`src/rtl/cmpu_pkg.sv`:
```
package cmpu_pkg;
   localparam int NIB_W = 4;
   localparam int NIB_LT = 3;
   localparam int NIB_GT = 2;
   localparam int NIB_EQ = 1;
   localparam int NIB_SO = 0;

   typedef struct packed {
      logic lt;
      logic gt;
      logic eq;
      logic so;
   } cond_nib_t;
endpackage

```
`src/rtl/cmpu_adder.sv`:
```
module cmpu_adder #(
   parameter int DATA_W = 64
) (
   input  logic [DATA_W-1:0] a,
   input  logic [DATA_W-1:0] b,
   output logic [DATA_W-1:0] sum,
   output logic              carry_full,
   output logic              carry_half
);
   localparam int HALF = DATA_W / 2;

   logic [DATA_W:0]   ext_sum;
   logic [DATA_W-1:0] a_inv;

   always_comb begin
      a_inv   = ~a;
      ext_sum = {1'b0, a_inv} + {1'b0, b} + {{DATA_W{1'b0}}, 1'b1};
   end

   assign sum        = ext_sum[DATA_W-1:0];
   assign carry_full = ext_sum[DATA_W];
   // carry into the half boundary recovered from the sum bit
   assign carry_half = ext_sum[HALF] ^ a_inv[HALF] ^ b[HALF];
endmodule

```
`src/rtl/cmpu_order.sv`:
```
module cmpu_order #(
   parameter int DATA_W = 64
) (
   input  logic [DATA_W-1:0] a,
   input  logic [DATA_W-1:0] b,
   input  logic              carry_full,
   input  logic              carry_half,
   input  logic              wide,
   input  logic              sgn,
   output logic              eq,
   output logic              lt
);
   localparam int HALF = DATA_W / 2;

   logic eq_lo, eq_hi, msb_a, msb_b, lt_raw;

   always_comb begin
      eq_lo = ~|(a[HALF-1:0] ^ b[HALF-1:0]);
      eq_hi = ~|(a[DATA_W-1:HALF] ^ b[DATA_W-1:HALF]);
      eq    = eq_lo & (~wide | eq_hi);
      msb_a = wide ? a[DATA_W-1] : a[HALF-1];
      msb_b = wide ? b[DATA_W-1] : b[HALF-1];
      if (msb_a != msb_b)
         lt_raw = ~(msb_a ^ sgn);
      else
         lt_raw = wide ? carry_full : carry_half;
      lt = lt_raw & ~eq;
   end

   always_comb begin
      // equal operands never report an ordering
      a_r6_eq_excl: assert (!(eq && lt));
   end
endmodule

```
`src/rtl/cmpu_field.sv`:
```
module cmpu_field #(
   parameter int FIELDS      = 8,
   parameter int NIB_W       = 4,
   parameter bit ZERO_AT_TOP = 1'b1
) (
   input  logic [$clog2(FIELDS)-1:0] idx,
   input  logic [NIB_W-1:0]          nib,
   output logic [FIELDS-1:0]         mask,
   output logic [FIELDS*NIB_W-1:0]   word
);
   localparam int IDX_W = $clog2(FIELDS);

   for (genvar g = 0; g < FIELDS; g++) begin : g_slot
      localparam int FNUM = ZERO_AT_TOP ? (FIELDS - 1 - g) : g;
      assign mask[g] = (idx == IDX_W'(FNUM));
      assign word[g*NIB_W +: NIB_W] = nib;
   end
endmodule

```
`src/rtl/adder_cmp_unit.sv`:
```
module adder_cmp_unit #(
   parameter int DATA_W      = 64,
   parameter int FIELDS      = 8,
   parameter bit ZERO_AT_TOP = 1'b1
) (
   input  logic                      clk,
   input  logic                      rst_n,
   input  logic                      in_valid,
   input  logic [DATA_W-1:0]         op_a,
   input  logic [DATA_W-1:0]         op_b,
   input  logic                      sgn,
   input  logic                      wide,
   input  logic [$clog2(FIELDS)-1:0] field_idx,
   input  logic                      so_in,
   output logic                      wr_en,
   output logic [3:0]                cond_nib,
   output logic [FIELDS-1:0]         wr_mask,
   output logic [FIELDS*4-1:0]       wr_word,
   output logic [DATA_W-1:0]         diff
);
   import cmpu_pkg::*;

   localparam int WORD_W = FIELDS * NIB_W;

   initial begin
      if (DATA_W < 4 || DATA_W % 2 != 0)
         $error("DATA_W must be even and at least 4");
      if (FIELDS < 2 || (FIELDS & (FIELDS - 1)) != 0)
         $error("FIELDS must be a power of two");
   end

   logic [DATA_W-1:0] sum_c;
   logic              c_full, c_half, eq_c, lt_c;
   cond_nib_t         nib_c;
   logic [FIELDS-1:0] mask_c;
   logic [WORD_W-1:0] word_c;

   cmpu_adder #(.DATA_W(DATA_W)) u_add (
      .a(op_a), .b(op_b), .sum(sum_c),
      .carry_full(c_full), .carry_half(c_half)
   );

   cmpu_order #(.DATA_W(DATA_W)) u_ord (
      .a(op_a), .b(op_b), .carry_full(c_full), .carry_half(c_half),
      .wide(wide), .sgn(sgn), .eq(eq_c), .lt(lt_c)
   );

   always_comb begin
      nib_c.lt = lt_c;
      nib_c.gt = ~lt_c & ~eq_c;
      nib_c.eq = eq_c;
      nib_c.so = so_in;
   end

   cmpu_field #(.FIELDS(FIELDS), .NIB_W(NIB_W), .ZERO_AT_TOP(ZERO_AT_TOP)) u_fld (
      .idx(field_idx), .nib(nib_c), .mask(mask_c), .word(word_c)
   );

   always_ff @(posedge clk) begin
      if (!rst_n) begin
         wr_en    <= 1'b0;
         cond_nib <= '0;
         wr_mask  <= '0;
         wr_word  <= '0;
         diff     <= '0;
      end else begin
         wr_en <= in_valid;
         if (in_valid) begin
            cond_nib <= nib_c;
            wr_mask  <= mask_c;
            wr_word  <= word_c;
            diff     <= sum_c;
         end
      end
   end

   // a pulse only follows a strobe
   a_r9_pulse_follows_strobe: assert property (@(posedge clk) disable iff (!rst_n)
      wr_en |-> $past(in_valid));
   // data holds without a strobe
   a_r9_hold: assert property (@(posedge clk) disable iff (!rst_n)
      !$past(in_valid) |-> $stable(cond_nib));
   // one-hot mask on each result
   a_r7_mask_onehot: assert property (@(posedge clk) disable iff (!rst_n)
      wr_en |-> $countones(wr_mask) == 1);
   // exactly one of LT/GT/EQ
   a_r6_one_relation: assert property (@(posedge clk) disable iff (!rst_n)
      wr_en |-> $countones(cond_nib[3:1]) == 1);
   // SO copied from the strobe cycle
   a_r6_so_copy: assert property (@(posedge clk) disable iff (!rst_n)
      wr_en |-> cond_nib[0] == $past(so_in));
   // lowest slot of the word matches the nibble
   a_r8_slot0: assert property (@(posedge clk) disable iff (!rst_n)
      wr_en |-> wr_word[3:0] == cond_nib);
endmodule

```
`config.mk`:
```
export PLATFORM = sky130hd
export DESIGN_NAME = adder_cmp_unit
export DESIGN_NICKNAME = d
export VERILOG_FILES = /design/src/rtl/cmpu_pkg.sv /design/src/rtl/cmpu_adder.sv /design/src/rtl/cmpu_order.sv /design/src/rtl/cmpu_field.sv /design/src/rtl/adder_cmp_unit.sv
export SDC_FILE = /design/constraint.sdc
export NUM_CORES = 1
export LEC_CHECK = 0
export BUFFER_PORTS_ARGS = -buffer_cell sky130_fd_sc_hd__buf_2
export CORE_AREA = 10 10 118 141
export DETAILED_ROUTE_END_ITERATION = 12
export DIE_AREA = 0 0 128 151
export PLACE_DENSITY = 0.89
export SYNTH_ARGS = -nofsm -noshare
export SYNTH_HDL_FRONTEND = slang
export SYNTH_SLANG_ARGS = --single-unit
```
`constraint.sdc`:
```
create_clock -name clk -period 3.8 [get_ports clk]
set_input_delay 0.76 -clock clk [delete_from_list [all_inputs] [get_ports clk]]
set_output_delay 0.76 -clock clk [all_outputs]
set_load 0.02 [all_outputs]
```
==> results of run 1 <==
## per-layer routing
layer | part of all wire | GRT usage
met5 | 0 | 0
met4 | 0.043 | 0.113
met3 | 0.085 | 0.0542
met2 | 0.49 | 0.407
met1 | 0.38 | 0.253
## registers in the layout (all words and copies together), names as in the netlist
register / cells
cond_nib: 3
wr_en: 1
wr_mask: 8
wr_word: 1
diff: 64
## power by group through the flow
stage	clock network, W	registers (W)	logic, W
final	0.000845	0.000943	0.00125
after detailed placement	0	0.000960	0.00123
after floorplan	0	0.00106	0.000761
after CTS	0.000855	0.000943	0.00124
after global routing	0.000895	0.000952	0.00136
after global placement	0	0.000956	0.00121
## worst max path at each step
stage | to | slack [ns]
detailed placement | diff[62]$_SDFFE_PN0P_ | 0.06
floorplan | wr_word[27]$_SDFFE_PN0P_ | 0.66
global route | diff[62]$_SDFFE_PN0P_ | 0.20
global placement | diff[62]$_SDFFE_PN0P_ | 0.15
CTS | diff[62]$_SDFFE_PN0P_ | 0.40
finish | diff[62]$_SDFFE_PN0P_ | 0.32
## placed cells by master, fill, tap and decap left out, drive strengths merged, types with 4 or more instances in the layout
master  Yosys  layout
o21ai      74      74
a221oi      4       4
o21bai     17      17
and3        4       4
o31ai       8       8
o21a        9       9
a211oi      7       7
nand3      22      22
nand4      22      22
ha         64      64
nand2      92      92
mux2i      27      27
nor2       84      84
dfxtp      77      77
a21oi      95      95
xnor2      32      32
buf        47     264
o211ai      9       9
and4        4       4
nor3       19      19
o41ai       4       4
inv        88      89
xor2       26      26
nand3b      4       4
o31a        5       5
a21o       15      15
o221ai      4       4
or3         5       5
nor2b       6       6
clkbuf     30      11
## worst max-delay path: stages
cell      delay (ns)
buf_2           0.08
inv_1           0.03
ha_1            0.32
nor2b_1         0.17
o31a_1          0.31
o31ai_1         0.31
o21ai_1         0.25
o41ai_4         0.65
o211ai_1        0.31
a21oi_1         0.23
xor2_1          0.17
a211oi_1        0.08
## per-stage QoR
step	cell area (sq um)	worst slack [ns]	utilization	instances
6_report	8500	0.315	0.618	1332
5_1_grt	8500	0.202	0.618	1332
4_1_cts	8500	0.397	0.617	1331
3_5_place_dp	8210	0.0615	0.597	1315
3_3_place_gp	8210	0.153	0.597	1315
2_1_floorplan	7050	0.657	-	957
## logic make-up (layout without fill, tap and decap cells)
| family | after synthesis | after routing |
|---|---|---|
| compound gates | 285 | 285 |
| xor+xnor | 58 | 58 |
| fa+ha+maj | 65 | 65 |
| buf+inv | 165 | 368 |
| flops | 77 | 77 |
| mux | 29 | 29 |
| other cells | 0 | 1 |
| simple gates | 278 | 278 |
## cell type report
type	instances	share of cell area
diodes	1	0.000294
well taps	171	0.0252
flip-flops and latches	77	0.181
inverters	88	0.0389
clock inverters	5	0.00398
multi-input cells	715	0.559
repair buffers	264	0.161
clock buffers	11	0.0297
==> flow_metrics.env, run 1 <==
export IMPL_drive_gt1_frac=0.256
export IMPL_fill_cells=1269
export IMPL_swShare=0.389
export IMPL_timing_hold_ws_ns=0.449
export IMPL_rows=47
export IMPL_syn_num_nets=1159
export IMPL_yosys_area_share_simple=0.184
export IMPL_min_path_type="flop to flop"
export IMPL_ys_top_cells_by_count="95 x a21oi_1, 91 x nand2_1, 87 x inv_1"
export IMPL_cts_resized=0
export IMPL_cap_violations=0
export IMPL_first_iter_violations=663
export IMPL_rr_endpoint="diff[63]$_SDFFE_PN0P_"
export IMPL_r2r_slack_ns=2.97
export IMPL_clock_skew_ns=0
export IMPL_regArea_sq_mm=0.00154
export IMPL_cts_tree="done"
export IMPL_fin_crit_ns=3.48
export IMPL_drc=0
export IMPL_place_hpwl_um=19400
export IMPL_fp_dieW_um=128
export IMPL_drv_slew=0
export IMPL_endpoint_kind="flop"
export IMPL_synth_top_family_by_area="compound AO/OA/AOI/OAI gates"
export IMPL_postSynthCellCount=957
export IMPL_gr_usage_all_layers=0.230
export IMPL_synthMuxAreaShare=0.0415
export IMPL_period_share=0.917
export IMPL_intPower_w=0.00185
export IMPL_worstHoldStart="diff[49]$_SDFFE_PN0P_"
export IMPL_clock_sinks=77
export IMPL_yosys_area_top_type="dfxtp_1"
export IMPL_netlist_area_leader_share=0.219
export IMPL_clock_fmax_ghz=0.287
export IMPL_synth_compound_area_frac=0.261
export IMPL_areaGrowthSynthToFinish_pct=20.6
export IMPL_worst_setup_path_start_kind="primary input"
export IMPL_ir_drop_mv=0.200
export IMPL_nets=1357
export IMPL_yosys_warnings=0
export IMPL_root_buffer="clkbuf_16"
export IMPL_vias=7692
export IMPL_power_frac_seq=0.311
export IMPL_post_cts_buffers=0
export IMPL_rsz0062_at_grt="false"
export IMPL_dr_pass1_iters=6
export IMPL_clkPwrFrac=0.278
export IMPL_grt_pass1_vias=7573
export IMPL_synth_seq_area_share=0.219
export IMPL_status="finished clean"
export IMPL_cp_required_ns=3.99
export IMPL_max_slew_worst_pin_slew_ns=0.617
export IMPL_syn_area_per_cell_sq_um=7.36
export IMPL_post_synth_top_count_cell="a21oi_1"
export IMPL_cts_buffer_depth=2
export IMPL_routabilityCongestion=0.963
export IMPL_finalSetupTns_ns=0
export IMPL_clk_pin_slew_ns=0.07
export IMPL_wl_per_cell_um=17.9
export IMPL_core_area_sq_mm=0.0138
export IMPL_final_hold_violation_count=0
export IMPL_synth_fa_ha_area_frac=0.116
export IMPL_r2r_start="diff[63]$_SDFFE_PN0P_"
export IMPL_min_delay_worst_endpoint="diff[49]$_SDFFE_PN0P_"
export IMPL_hold_buffers=0
export IMPL_cp_max_fo=7
export IMPL_power_total_w=0.00304
export IMPL_cp_startpoint="op_a[2]"
export IMPL_relSlewSlack=0.587
export IMPL_p_comb_frac=0.411
export IMPL_grt_max_degree=44
export IMPL_via_per_inst=5.77
export IMPL_grt_overflow_total=0
export IMPL_drtAntennaViolNets=0
export IMPL_cellPowerDensity_mw_per_mm2=357
export IMPL_num_io_pins=246
export IMPL_grt_pass1_wl_um=37100
export IMPL_cp_data_arrival_time_ns=3.67
export IMPL_rr_worst_depth=3
export IMPL_synthTopCellsByArea="dfxtp_1 22%, ha_1 11%, a21oi_1 6.7%"
export IMPL_p_leak_nw=4.32
export IMPL_multi_input_area_sq_mm=0.00475
export IMPL_antenna_found_initial=1
export IMPL_dieArea_sq_mm=0.0193
export IMPL_crit_type="primary input to flop"
export IMPL_synthXorXnorAreaFrac=0.0721
export IMPL_finalSetupViolCount=0
export IMPL_wirelength_um=23900
export IMPL_clock_latency_ns=0.33
export IMPL_ys_types=70
export IMPL_ys_flop_type="dfxtp_1"
export IMPL_synth_async_reset_ratio=0
export IMPL_hold_depth=2
export IMPL_die_h_um=151
export IMPL_switchingPower_w=0.00118
export IMPL_cts_made_buffers=9
export IMPL_ys_ff_latch=77
export IMPL_h_tree_depth=3
export IMPL_port_buffers=245
export IMPL_synth_edf_count=0
export IMPL_syn_cell_area_sq_mm=0.00705
export IMPL_start_util=0.512
(Power assumes the default switching activity.)
==> inputs of run 2 (changes only) <==
- ABC_AREA: not set -> 1
- CORE_AREA: 10 10 118 141 -> 10 10 125 150
- DIE_AREA: 0 0 128 151 -> 0 0 135 160
- PLACE_DENSITY: 0.89 -> 0.9
==> flow_metrics.env, run 2 <==
export IMPL_status="finished clean"
export IMPL_netlist_area_leader_share=0.184
export IMPL_clock_skew_ns=0
export IMPL_top_regs="diff: 64 flops, wr_mask: 8 flops, cond_nib: 3 flops"
export IMPL_drtAntennaViolNets=0
export IMPL_multi_input_area_sq_mm=0.00547
export IMPL_wirelength_um=32700
export IMPL_synth_async_reset_ratio=0
export IMPL_post_synth_top_count_cell="nand2_1"
export IMPL_clock_sinks=77
export IMPL_nets=1816
export IMPL_synth_seq_area_share=0.184
export IMPL_crit_type="primary input to flop"
export IMPL_ys_flop_type="dfxtp_1"
export IMPL_ir_drop_mv=0.262
export IMPL_postLayoutCoreUtil=0.621
export IMPL_yosys_area_top_type="dfxtp_1"
export IMPL_rows=51
export IMPL_areaGrowthSynthToFinish_pct=17.9
export IMPL_cts_resized=0
export IMPL_via_per_inst=5.22
export IMPL_layout_common_cells="335 x nand2_1, 260 x inv_1, 245 x buf_2"
export IMPL_cp_required_ns=4.05
export IMPL_cts_buffer_depth=2
export IMPL_root_buffer="clkbuf_16"
export IMPL_postSynthCellCount=1409
export IMPL_syn_cell_area_sq_mm=0.00837
export IMPL_die_h_um=160
export IMPL_max_slew_worst_pin_slew_ns=1.04
export IMPL_cts_tree="done"
export IMPL_finalSetupTns_ns=0
export IMPL_final_hold_violation_count=0
export IMPL_endpoint_kind="flop"
export IMPL_cellPowerDensity_mw_per_mm2=341
export IMPL_hold_depth=2
export IMPL_place_hpwl_um=27600
export IMPL_fill_cells=1551
export IMPL_cp_data_arrival_time_ns=3.04
export IMPL_hold_buffers=0
export IMPL_dp_cells=1815
export IMPL_grt_pass1_vias=9399
export IMPL_clock_latency_ns=0.35
export IMPL_min_path_type="flop to flop"
export IMPL_n_antenna_cell=0
export IMPL_routabilityCongestion=1.03
export IMPL_fp_dieW_um=135
export IMPL_syn_area_per_cell_sq_um=5.94
export IMPL_cts_made_buffers=9
export IMPL_synthTopCellsByArea="dfxtp_1 18%, nand2_1 15%, inv_1 12%"
export IMPL_timing_hold_ws_ns=0.466
export IMPL_clock_fmax_ghz=0.359
export IMPL_layoutNonFillerInstCount=1831
export IMPL_synth_edf_count=0
export IMPL_grt_max_degree=64
export IMPL_grt_pass1_wl_um=50100
export IMPL_rsz0062_at_grt="false"
export IMPL_wl_per_cell_um=17.9
export IMPL_dieArea_sq_mm=0.0216
export IMPL_vias=9553
export IMPL_worst_setup_path_start_kind="primary input"
export IMPL_ys_ff_latch=77
export IMPL_final_common_cell="nand2_1"
export IMPL_finalSetupViolCount=0
export IMPL_fin_area_sq_mm=0.00987
export IMPL_num_io_pins=246
export IMPL_rr_worst_depth=2
export IMPL_cp_max_fo=4
export IMPL_gr_usage_all_layers=0.292
export IMPL_drive_gt1_frac=0.211
export IMPL_p_leak_nw=5.65
export IMPL_ys_types=49
export IMPL_port_buffers=245
export IMPL_period_share=0.734
export IMPL_largest_reg_flops=64
export IMPL_syn_num_nets=1611
export IMPL_drc=0
export IMPL_top_register="diff"
export IMPL_dpl_instance_area_sq_mm=0.00954
export IMPL_clk_pin_slew_ns=0.07
export IMPL_h_tree_depth=3
export IMPL_dr_pass1_iters=5
export IMPL_yosys_warnings=0
export IMPL_post_cts_buffers=0
export IMPL_drv_slew=0
export IMPL_cap_violations=0
export IMPL_relSlewSlack=0.303
export IMPL_start_util=0.526
export IMPL_fin_crit_ns=2.79
export IMPL_grt_overflow_total=0
export IMPL_ys_top_cells_by_count="335 x nand2_1, 260 x inv_1, 180 x nor2_1"
export IMPL_regArea_sq_mm=0.00154
export IMPL_first_iter_violations=694
export IMPL_antenna_found_initial=0
export IMPL_core_area_sq_mm=0.0159
## run 2: cell types whose count changed after synthesis, sizes merged, moves of 9 or more
cell / change
nand3: +47
mux2i: -26
nand2: +270
nand4: -15
nor2: +110
nor3: -9
clkbuf: -14
xnor2: -19
a21oi: +16
o21ai: +19
inv: +178
## run 2: cell families (layout without fill, tap and decap cells)
kind of cell	Yosys count	after routing	share of synthesized area
simple gates	647	647	0.327
mux	1	1	0.00120
flops	77	77	0.184
xor+xnor	36	36	0.0377
buf+inv	323	533	0.162
compound gates	260	260	0.189
fa+ha+maj	65	65	0.0981
## run 2: final timing paths
check / from / to / slack [ns]
setup / recovery: op_a[19] / diff[48]$_SDFFE_PN0P_ / 1.01
hold / removal: wr_mask[6]$_SDFFE_PN0P_ / wr_mask[6]$_SDFFE_PN0P_ / 0.47
setup reg to reg: cond_nib[2]$_SDFFE_PN0P_ / cond_nib[2]$_SDFFE_PN0P_ / 2.97
hold reg to reg: wr_mask[6]$_SDFFE_PN0P_ / wr_mask[6]$_SDFFE_PN0P_ / 0.47
## run 2: cell type report
type                       instances  area share
clock inverter                     7      0.0107
clock buffer                       9      0.0228
multi-input combinational       1009       0.554
timing repair buffer             249       0.127
tap                              212      0.0269
sequential                        77       0.156
inverter                         268       0.102
## run 2: worst max-delay path, cell delays in order
cell and delay [ns]:
buf_2 0.08, inv_1 0.03, ha_1 0.36, a21oi_1 0.35, nand2_1 0.15, nand2_1 0.08
nand2_1 0.08, a21oi_2 0.24, nand2_4 0.10, a21oi_2 0.32, o21ai_1 0.16, nand2_1 0.09
nand2_1 0.05, o21ai_1 0.14, inv_1 0.05
## run 2: where the power goes
part	internal, W	switching (W)	total (W)
clock	0.000588	0.000410	0.000998
combinational	0.000471	0.000953	0.00142
sequential	0.000888	0.0000543	0.000943
## run 2: per-layer routing
metal,part of all wire,track usage,vias to the layer above,wire length (um)
met1,0.36,0.295,4244,11900
met2,0.51,0.531,417,16600
li1,-,-,4788,-
met5,0,0,-,0
met3,0.060,0.0559,104,1950
met4,0.070,0.187,0,2270
## run 2: through the flow
stage	power, W	worst slack [ns]
after floorplan	0.00190	1.27
after global placement	0.00235	0.723
after detailed placement	0.00236	0.734
after CTS	0.00335	1.09
after global routing	0.00354	0.841
final	0.00337	1.01
